[config.mk]
export PLATFORM = sky130hd
export DESIGN_NAME = crc_fold_unit
export DESIGN_NICKNAME = d
export VERILOG_FILES = /design/src/rtl/crc_fold_pkg.sv /design/src/rtl/crc_lane.sv /design/src/rtl/crc_mode_mux.sv /design/src/rtl/crc_rem_store.sv /design/src/rtl/crc_fold_unit.sv
export SDC_FILE = /design/constraint.sdc
export NUM_CORES = 1
export LEC_CHECK = 0
export CORE_MARGIN = 2
export CORE_UTILIZATION = 41
export DETAILED_ROUTE_END_ITERATION = 10
export DONT_BUFFER_PORTS = 1
export HOLD_SLACK_MARGIN = 0.03
export RECOVER_POWER = 25
export SLEW_MARGIN = 40
export SYNTH_ARGS = -nofsm -noshare
export SYNTH_HDL_FRONTEND = slang
export SYNTH_SLANG_ARGS = --single-unit
[constraint.sdc]
create_clock -name clk -period 5.5 [get_ports clk]
set_clock_uncertainty 0.15 [all_clocks]
set_input_delay 0 -clock clk [delete_from_list [all_inputs] [get_ports clk]]
set_output_delay 0 -clock clk [all_outputs]
set_load 0.02 [all_outputs]
[src/rtl/crc_fold_pkg.sv]
package crc_fold_pkg;

  localparam int DATA_W    = 32;
  localparam int NUM_MODES = 5;
  localparam int MODE_W    = 3;

  typedef enum logic [MODE_W-1:0] {
    MODE_C16  = 3'd0,
    MODE_C32  = 3'd1,
    MODE_C32C = 3'd2,
    MODE_C10  = 3'd3,
    MODE_C5   = 3'd4
  } crc_mode_e;

  // width of the remainder for a mode index
  function automatic int mode_width(input int m);
    case (m)
      0:       return 16;
      1:       return 32;
      2:       return 32;
      3:       return 10;
      4:       return 5;
      default: return 32;
    endcase
  endfunction

  // generator polynomial without its leading term
  function automatic logic [DATA_W-1:0] mode_poly(input int m);
    case (m)
      0:       return 32'h0000_1021;
      1:       return 32'h04C1_1DB7;
      2:       return 32'h1EDC_6F41;
      3:       return 32'h0000_0233;
      4:       return 32'h0000_0005;
      default: return 32'h0;
    endcase
  endfunction

  function automatic logic [DATA_W-1:0] width_mask(input int w);
    if (w >= DATA_W) return '1;
    return (DATA_W'(1) << w) - DATA_W'(1);
  endfunction

  // serial shift register unrolled over one word, MSB first
  function automatic logic [DATA_W-1:0] fold_word(input logic [DATA_W-1:0] rem_in,
                                                  input logic [DATA_W-1:0] data,
                                                  input int w,
                                                  input logic [DATA_W-1:0] poly);
    logic [DATA_W-1:0] r;
    logic [DATA_W-1:0] msk;
    logic fb;
    msk = width_mask(w);
    r   = rem_in & msk;
    for (int i = DATA_W - 1; i >= 0; i--) begin
      fb = r[w-1] ^ data[i];
      r  = (r << 1) & msk;
      if (fb) r = r ^ poly;
    end
    return r & msk;
  endfunction

endpackage

[src/rtl/crc_lane.sv]
module crc_lane
  import crc_fold_pkg::*;
#(
  parameter int                WIDTH = 32,
  parameter logic [DATA_W-1:0] POLY  = 32'h04C1_1DB7
) (
  input  logic [DATA_W-1:0] rem_in,
  input  logic [DATA_W-1:0] data,
  output logic [DATA_W-1:0] rem_next
);
  always_comb begin
    rem_next = fold_word(rem_in, data, WIDTH, POLY);
  end
endmodule

[src/rtl/crc_mode_mux.sv]
module crc_mode_mux
  import crc_fold_pkg::*;
#(
  parameter int LANES = NUM_MODES
) (
  input  logic [LANES-1:0][DATA_W-1:0] lane_next,
  input  logic [MODE_W-1:0]            mode,
  input  logic [DATA_W-1:0]            hold_val,
  output logic [DATA_W-1:0]            sel_next
);
  always_comb begin
    sel_next = hold_val;
    for (int i = 0; i < LANES; i++) begin
      if (mode == MODE_W'(i)) sel_next = lane_next[i];
    end
  end
endmodule

[src/rtl/crc_rem_store.sv]
module crc_rem_store
  import crc_fold_pkg::*;
(
  input  logic              clk,
  input  logic              rst_n,
  input  logic              ld_fire,
  input  logic [DATA_W-1:0] ld_data,
  input  logic              upd_fire,
  input  logic [DATA_W-1:0] upd_data,
  output logic [DATA_W-1:0] q
);
  always_ff @(posedge clk) begin
    if (!rst_n)        q <= '0;
    else if (ld_fire)  q <= ld_data;
    else if (upd_fire) q <= upd_data;
  end
endmodule

[src/rtl/crc_fold_unit.sv]
module crc_fold_unit
  import crc_fold_pkg::*;
(
  input  logic              clk,
  input  logic              rst_n,
  input  logic              ld_en,
  input  logic [DATA_W-1:0] ld_val,
  input  logic              word_vld,
  input  logic [DATA_W-1:0] word,
  input  logic [MODE_W-1:0] mode,
  output logic [DATA_W-1:0] crc_out
);
  localparam int LANES = NUM_MODES;

  logic [LANES-1:0][DATA_W-1:0] lane_next;
  logic [DATA_W-1:0]            fold_next;
  logic [DATA_W-1:0]            ld_masked;
  logic                         mode_known;
  logic                         load_fire;
  logic                         fold_fire;

  // named events, also observed by the checker
  assign mode_known = (mode < MODE_W'(LANES));
  assign load_fire  = ld_en & mode_known;
  assign fold_fire  = word_vld & ~ld_en & mode_known;

  always_comb begin
    ld_masked = ld_val & width_mask(mode_width(int'(mode)));
  end

  for (genvar g = 0; g < LANES; g++) begin : g_lane
    crc_lane #(
      .WIDTH(mode_width(g)),
      .POLY (mode_poly(g))
    ) i_lane (
      .rem_in  (crc_out),
      .data    (word),
      .rem_next(lane_next[g])
    );
  end

  crc_mode_mux #(.LANES(LANES)) i_mux (
    .lane_next(lane_next),
    .mode     (mode),
    .hold_val (crc_out),
    .sel_next (fold_next)
  );

  crc_rem_store i_store (
    .clk     (clk),
    .rst_n   (rst_n),
    .ld_fire (load_fire),
    .ld_data (ld_masked),
    .upd_fire(fold_fire),
    .upd_data(fold_next),
    .q       (crc_out)
  );
endmodule

==> impl_metrics.env, run 1 <==
export IMPL_status="completed"
export IMPL_post_drt_wl_per_cell_um=26.5
export IMPL_core_area_um2=26900
export IMPL_dr_pass1_iters=7
export IMPL_startpoint_type="register"
export IMPL_place_inst=1521
export IMPL_hold_viol_final=0
export IMPL_stdcell_count=1579
export IMPL_rows=60
export IMPL_worst_ep_required_time_ns=5.56
export IMPL_grt_total_usage_pct=29.0
export IMPL_drc=0
export IMPL_drt_iter0_drc=835
export IMPL_reg_largest_list="i_store.q (32)"
export IMPL_fmax_ghz=0.185
export IMPL_finalMaxSlewViolations=0
export IMPL_cts_tree="built"
export IMPL_ant_nets=0
export IMPL_clk_path_buf_depth=2
export IMPL_drive_above_1_share_pct=19.4
export IMPL_ys_flop_type="dfxtp_1"
export IMPL_tightest_slew_ns=0.753
export IMPL_syn_inst=1108
export IMPL_rsz0062_at_grt="yes"
export IMPL_synthArstFlopShare_pct=0
export IMPL_synth_edf_count=0
export IMPL_yosysSeqAreaShare_pct=5.71
export IMPL_ys_types=58
export IMPL_grt_pass1_wl_um=59900
export IMPL_min_period_ns=5.40
export IMPL_hold_class="input port to register"
export IMPL_post_route_period_util_pct=98.1
export IMPL_whs_ns=0.0189
export IMPL_ys_seq_elements=32
export IMPL_vias=8677
export IMPL_maxCapViolations=0
export IMPL_synth_cell_area_um2=11200
export IMPL_clk_latency_ns=0.31
export IMPL_yosys_area_top_type="xnor2_1"
export IMPL_antenna_found_initial=0
export IMPL_cts_clk_slew_worst_paths_ns=0.06
export IMPL_clock_sinks=32
export IMPL_crit_fanout=6
export IMPL_grt_pass1_vias=8892
export IMPL_cp_arrival_ns=5.46
export IMPL_setup_violations=0
export IMPL_die_area_um2=28700
export IMPL_fillers=2493
export IMPL_largest_reg_flops=32
export IMPL_die_x_um=169
export IMPL_diodes=0
export IMPL_routed_wl_um=41900
export IMPL_ios=103
export IMPL_place_gp_congestion=1.01
export IMPL_numCtsBuffers=5
export IMPL_area_growth_pct=18.1
export IMPL_cts_max_level=2
export IMPL_final_area_um2=13200
export IMPL_placed_area_um2=12400
export IMPL_path_class="register to register"
export IMPL_syn_area_per_cell_um2=10.1
export IMPL_vias_per_cell=5.50
export IMPL_end_kind="register"
export IMPL_grt_ovfl_total=0
export IMPL_relSlewSlack_pct=49.4
export IMPL_grt_max_degree=35
export IMPL_synth_top_area_share_pct=35.5
export IMPL_clock_root_buffer="clkbuf_16"
export IMPL_yosysWarningCount=0
export IMPL_synthTopCellsByArea="xnor2_1, xnor3_1, xor2_1, dfxtp_1, xnor3_2"
export IMPL_numPortBuffers=0
export IMPL_nNetsFinal=1309
export IMPL_top_register="i_store.q"
export IMPL_dpl_hpwl_um=35000
export IMPL_start_util_pct=41.7
export IMPL_die_h_um=169
## worst max-delay path, stage by stage (launching register included)
cell and delay (ns):
dfxtp_1 0.38, xor2_2 0.27, xnor3_2 0.54, xnor3_2 0.49, buf_12 0.17, xor2_1 0.19
xnor3_2 0.56, xor3_1 0.46, xnor3_2 0.51, xnor3_2 0.42, xnor3_2 0.45, xnor2_1 0.28
o2111ai_1 0.17, a21boi_1 0.26
## metal layers
metal	track usage (%)	part of all wire [%]	up-vias
met5	0	0	-
met4	15.8	6.1	0
met3	3.80	6.1	93
met2	49.9	48	387
met1	35.1	40	4279
li1	-	-	3918
## cells by family after synthesis
kind of cell	count (synthesis)	synth area share, %
AO/OA/AOI/OAI	142	8.30
adder cells (fa/ha/maj)	1	0.112
XOR/XNOR	778	79.5
buffers and inverters	61	2.37
AND/OR/NAND/NOR	89	3.46
flip-flops	32	5.71
other	1	0.0334
multiplexers	4	0.480
## final timing paths
| path | slack, ns | to | startpoint | depth (start not counted) |
|---|---|---|---|---|
| min | 0.02 | i_store.q[26] | ld_val[26] | 3 |
| max | 0.10 | i_store.q[27] | i_store.q[21] | 13 |
| min reg2reg | 0.50 | i_store.q[30] | i_store.q[30] | 2 |
| max reg2reg | 0.10 | i_store.q[27] | i_store.q[21] | 13 |
## through the flow
step / TNS (ns) / worst slack, ns / utilization, %
after floorplan: 0 / 0.0674 / -
after global placement: -0.333 / -0.199 / 46.0
after detailed placement: -0.696 / -0.269 / 46.1
after CTS: -0.00523 / -0.00523 / 48.4
after global routing: -0.0474 / -0.0474 / 49.3
final: 0 / 0.103 / 49.3
## placed cells by master (no fill, tap or decap), types with 6 or more instances in the layout
cell,instances
a211oi_1,8
a21oi_1,28
a221oi_1,8
a22oi_1,6
a31oi_1,7
buf_4,127
clkbuf_1,9
dfxtp_1,30
dlygate4sd3_1,38
nand2_1,41
nor2_1,21
o211ai_1,6
o21ai_0,34
xnor2_1,447
xnor2_2,23
xnor2_4,11
xnor3_1,78
xnor3_2,29
xor2_1,154
xor2_2,18
xor3_1,9
xor3_2,7
## timing repair
action / 4_1_cts / 5_1_grt
buffers inserted: 4 / 7
endpoints found under the setup margin: 11 / 12
pin swaps: 5 / 11
hold endpoints to repair: 32 / 1
hold buffers: 38 / 1
gates resized for setup: 8 / 29
## area by class of cell
class,count,area (um^2),share of cell area [%]
Timing Repair Buffer,179,1460,11.0
Tap cell,341,427,3.22
Clock buffer,5,125,0.945
Inverter,3,11.3,0.0851
Sequential cell,32,643,4.86
Clock inverter,3,42.5,0.321
Multi-Input combinational cell,1016,10500,79.5
## cells in the mapped netlist, drive strengths merged, types with 4 or more instances
master   count
a211oi       8
a21boi       6
a21oi       29
a221oi       8
a222oi       5
a22oi        6
a31oi        8
and2         5
buf         16
clkbuf      42
dfxtp       32
nand2       41
nand2b       4
nand3        4
nor2        22
nor3         5
o2111ai      5
o211ai       6
o21ai       40
o22ai        4
xnor2      481
xnor3      107
xor2       174
xor3        16
Power of run 1 is left out: the tool's default activity adds up to more than one toggle a clock period on the data nets, which glitch-free logic cannot reach.
==> run 2: changes to the inputs <==
--- a/config.mk
+++ b/config.mk
@@ -9,7 +9,9 @@
 export CORE_UTILIZATION = 41
 export DETAILED_ROUTE_END_ITERATION = 10
 export DONT_BUFFER_PORTS = 1
+export GPL_TIMING_DRIVEN = 0
 export HOLD_SLACK_MARGIN = 0.03
+export PLACE_DENSITY_LB_ADDON = 0.15
 export RECOVER_POWER = 25
 export SLEW_MARGIN = 40
 export SYNTH_ARGS = -nofsm -noshare
==> run 2 against run 1 <==
Utilization increased by 1.6 points. Wire length decreased by 3.2%. Maximum frequency decreased by 1.0%. Worst hold slack improved by 0.037 ns. Die area unchanged. Sequential cell count unchanged. Design area increased by 3.3%. Critical path type unchanged. Largest cell class unchanged. Highest routed layer unchanged.
==> impl_metrics.env, run 2 (synthesis results as in run 1) <==
export IMPL_status="completed"
export IMPL_cts_max_level=2
export IMPL_vias=8590
export IMPL_drive_above_1_share_pct=21.2
export IMPL_setup_violations=0
export IMPL_drc=0
export IMPL_stdcell_count=1572
export IMPL_path_class="register to register"
export IMPL_crit_fanout=6
export IMPL_r2r_cells=14
export IMPL_nNetsFinal=1302
export IMPL_hold_end="i_store.q[9]"
export IMPL_clk_path_buf_depth=2
export IMPL_dr_pass1_iters=6
export IMPL_fin_setup_tns_ns=0
export IMPL_fmax_ghz=0.183
export IMPL_startpoint_type="register"
export IMPL_grt_pass1_vias=8765
export IMPL_core_area_um2=26900
export IMPL_rows=60
export IMPL_numPortBuffers=0
export IMPL_grt_total_usage_pct=28.3
export IMPL_area_growth_pct=21.9
export IMPL_cp_arrival_ns=5.48
export IMPL_clock_root_buffer="clkbuf_16"
export IMPL_ant_nets=0
export IMPL_hold_class="input port to register"
export IMPL_post_route_period_util_pct=99.1
export IMPL_finalMaxSlewViolations=0
export IMPL_place_gp_congestion=0.963
export IMPL_vias_per_cell=5.46
export IMPL_maxCapViolations=0
export IMPL_post_drt_wl_per_cell_um=25.8
export IMPL_grt_ovfl_total=0
export IMPL_antenna_found_initial=0
export IMPL_start_util_pct=41.7
export IMPL_startpoint="i_store.q[29]"
export IMPL_dpl_hpwl_um=33000
export IMPL_regToRegStartpoint="i_store.q[29]"
export IMPL_reg_largest_list="i_store.q (32)"
export IMPL_final_common_cell="xnor2_1"
export IMPL_grt_max_degree=11
export IMPL_largest_reg_flops=32
export IMPL_hold_viol_final=0
export IMPL_r2r_slack_ns=0.05
export IMPL_drt_iter0_drc=881
export IMPL_grt_pass1_wl_um=58700
export IMPL_min_period_ns=5.45
export IMPL_die_h_um=169
export IMPL_die_area_um2=28700
export IMPL_top_register="i_store.q"
export IMPL_rr_endpoint="i_store.q[23]"
export IMPL_diodes=0
export IMPL_final_area_um2=13700
export IMPL_hold_depth=5
export IMPL_final_cell_mix="xnor2_1, xor2_1, buf_4, xnor3_1, xnor3_2"
export IMPL_cts_clk_slew_worst_paths_ns=0.06
export IMPL_tightest_slew_ns=0.854
export IMPL_numCtsBuffers=5
export IMPL_worst_ep_required_time_ns=5.52
export IMPL_ios=103
export IMPL_die_x_um=169
export IMPL_clock_sinks=32
export IMPL_hp_start="word_vld"
export IMPL_place_inst=1450
export IMPL_placed_area_um2=11700
export IMPL_clk_latency_ns=0.28
export IMPL_end_kind="register"
export IMPL_rsz0062_at_grt="yes"
export IMPL_relSlewSlack_pct=42.9
export IMPL_routed_wl_um=40600
export IMPL_cts_tree="built"
## run 2: cell types whose count changed in the layout (fill, tap and decap cells not counted), sizes merged
cell	previous run	this run
buf	132	97
clkbuf	14	48
clkinvlp	1	0
dlygate4sd3	38	33
## run 2: per-stage QoR
step	hold WS [ns]	worst slack, ns	util (%)
global route	0.0927	-0.102	50.9
detailed placement	0.0126	-1.01	43.4
CTS	0.0383	-0.0300	48.5
floorplan	0.000436	0.0674	-
global placement	0.0113	-1.08	43.3
finish	0.0558	0.0484	50.9
## run 2: metal layers
metal	up-vias	wire length [um]	track usage (%)
li1	3909	-	-
met1	4242	16300	36.3
met2	374	20000	49.8
met3	65	2300	2.64
met4	0	1930	10.1
met5	-	0	0
## run 2: worst max path at each step
stage / to / slack [ns] / cells after the start
global placement: i_store.q[23] / -1.08 / 13
finish: i_store.q[23] / 0.05 / 14
global route: i_store.q[23] / -0.10 / 14
detailed placement: i_store.q[23] / -1.01 / 13
floorplan: i_store.q[23] / 0.07 / 13
CTS: i_store.q[23] / -0.03 / 14
## run 2: critical path, cell delays in order, from the launching register on
cell and delay (ns):
dfxtp_4 0.48, xor2_4 0.27, xnor3_2 0.51, xnor3_2 0.46, xnor3_2 0.47, xor2_4 0.18
buf_12 0.14, xor3_2 0.51, xor2_4 0.22, xnor3_2 0.44, xor3_2 0.46, xnor3_1 0.45
a222oi_1 0.33, o21ai_1 0.09, and2_1 0.17
## run 2: final cells by class
class | instances | area, um^2
Clock inverter | 2 | 35.0
Sequential cell | 32 | 677
Tap cell | 341 | 427
Clock buffer | 6 | 129
Inverter | 3 | 11.3
Timing Repair Buffer | 114 | 988
Fill cell | 2473 | 13200
Multi-Input combinational cell | 1016 | 11100
Buffer | 58 | 273
## run 2: timing repair
item	4_1_cts	5_1_grt
hold buffers	33	0
pin swaps	24	27
setup endpoints to repair	31	23
endpoints found under the hold margin	31	0
resized for setup	87	55
buffers inserted	37	44
Power of run 2 is left out for the same reason.
==> run 3: changes to the inputs <==
--- a/config.mk
+++ b/config.mk
@@ -11,6 +11,7 @@
 export DONT_BUFFER_PORTS = 1
 export GPL_TIMING_DRIVEN = 0
 export HOLD_SLACK_MARGIN = 0.03
+export MAX_ROUTING_LAYER = met4
 export PLACE_DENSITY_LB_ADDON = 0.15
 export RECOVER_POWER = 25
 export SLEW_MARGIN = 40
==> run 3 against run 2 <==
Worst hold slack worse by 0.0012 ns. Die area stayed put. Largest cell class unchanged. First-iteration DRC count fell by 4.0%.
==> impl_metrics.env, run 3 (synthesis results as in run 1) <==
export IMPL_dr_pass1_iters=7
export IMPL_rsz0062_at_grt="yes"
export IMPL_nNetsFinal=1317
export IMPL_placed_area_um2=11700
export IMPL_tightest_slew_ns=0.846
export IMPL_multi_input_area_um2=11100
export IMPL_ant_nets=0
export IMPL_antenna_found_initial=1
export IMPL_hold_class="input port to register"
export IMPL_hold_viol_final=0
export IMPL_clock_sinks=32
export IMPL_core_area_um2=26900
export IMPL_grt_max_degree=11
export IMPL_relSlewSlack_pct=43.4
export IMPL_grt_total_usage_pct=29.0
export IMPL_status="completed"
export IMPL_seqCellArea_um2=677
export IMPL_cts_clk_slew_worst_paths_ns=0.06
export IMPL_place_gp_congestion=0.982
export IMPL_cts_max_level=2
export IMPL_dpl_hpwl_um=33100
export IMPL_largest_reg_flops=32
export IMPL_r2r_slack_ns=0.05
export IMPL_drt_iter0_drc=846
export IMPL_drive_above_1_share_pct=21.2
export IMPL_numPortBuffers=0
export IMPL_vias_per_cell=5.39
export IMPL_die_h_um=169
export IMPL_ios=103
export IMPL_grt_ovfl_total=0
export IMPL_finalMaxSlewViolations=0
export IMPL_top_register="i_store.q"
export IMPL_grt_pass1_wl_um=58200
export IMPL_fillers=2486
export IMPL_post_drt_wl_per_cell_um=25.8
export IMPL_clk_latency_ns=0.29
export IMPL_cp_arrival_ns=5.45
export IMPL_final_common_cell="xnor2_1"
export IMPL_reg_largest_list="i_store.q (32)"
export IMPL_cts_tree="built"
export IMPL_final_cell_mix="xnor2_1, xor2_1, buf_4, xnor3_1, clkbuf_1"
export IMPL_vias=8566
export IMPL_startpoint_type="register"
export IMPL_grt_pass1_vias=8559
export IMPL_worst_ep_required_time_ns=5.50
export IMPL_die_x_um=169
export IMPL_crit_fanout=6
export IMPL_numCtsBuffers=5
export IMPL_path_class="register to register"
export IMPL_start_util_pct=41.7
export IMPL_setup_violations=0
export IMPL_fmax_ghz=0.183
export IMPL_final_area_um2=13800
export IMPL_end_kind="register"
export IMPL_clock_root_buffer="clkbuf_16"
export IMPL_rows=60
export IMPL_drc=0
export IMPL_maxCapViolations=0
export IMPL_area_growth_pct=23.0
export IMPL_final_util_pct=51.3
export IMPL_die_area_um2=28700
export IMPL_min_period_ns=5.45
export IMPL_whs_ns=0.0546
export IMPL_routed_wl_um=40900
export IMPL_clk_path_buf_depth=2
export IMPL_post_route_period_util_pct=99.1
==> run 3: changes by cell type in the layout (fill, tap and decap cells not counted), sizes merged <==
cell   change
buf       +15
diode      +1
==> run 3: what timing repair did <==
item	4_1_cts	5_1_grt
pin swaps	24	39
hold buffers	33	0
hold endpoints to repair	31	0
endpoints found under the setup margin	32	27
buffers inserted	35	61
gates resized for setup	84	56
==> run 3: through the flow <==
step / std cells / setup slack (ns) / TNS [ns]
global route: 1588 / -0.0960 / -0.167
detailed placement: 1450 / -1.07 / -18.41
floorplan: 1109 / 0.0674 / 0
CTS: 1526 / -0.0571 / -0.0974
finish: 1588 / 0.0478 / 0
global placement: 1450 / -1.10 / -18.90
==> run 3: layer usage <==
| layer | up-vias | global-route usage, % | part of all wire (%) |
|---|---|---|---|
| li1 | 3939 | - | - |
| met1 | 4156 | 35.2 | 39 |
| met2 | 377 | 48.2 | 49 |
| met3 | 94 | 4.03 | 6.5 |
| met4 | 0 | 12.7 | 5.5 |
| met5 | - | - | 0 |
==> run 3: final timing paths <==
kind	from	endpoint	cells after the start
max	i_store.q[28]	i_store.q[1]	14
min	word_vld	i_store.q[9]	5
max reg2reg	i_store.q[28]	i_store.q[1]	14
min reg2reg	i_store.q[21]	i_store.q[21]	2
==> run 3: area by class of cell <==
| type | count | area share, % |
|---|---|---|
| clock buffer | 6 | 0.934 |
| clock inverter | 2 | 0.254 |
| tap | 341 | 3.09 |
| inverter | 3 | 0.0817 |
| timing repair buffer | 129 | 7.98 |
| sequential | 32 | 4.91 |
| multi-input combinational | 1016 | 80.6 |
| buffer | 58 | 2.14 |
| antenna | 1 | 0.0181 |
==> run 3: critical path: stages (launching register included) <==
cell and delay, ns:
dfxtp_4 0.47, xor3_2 0.40, xnor3_2 0.49, buf_12 0.16, xor2_4 0.20, xnor3_2 0.53, xor2_4 0.26, xnor3_2 0.54
buf_4 0.19, xnor2_4 0.30, xor2_2 0.46, xnor2_1 0.26, mux4_2 0.52, a222oi_1 0.28, a21oi_1 0.11
Power of run 3 is left out for the same reason.
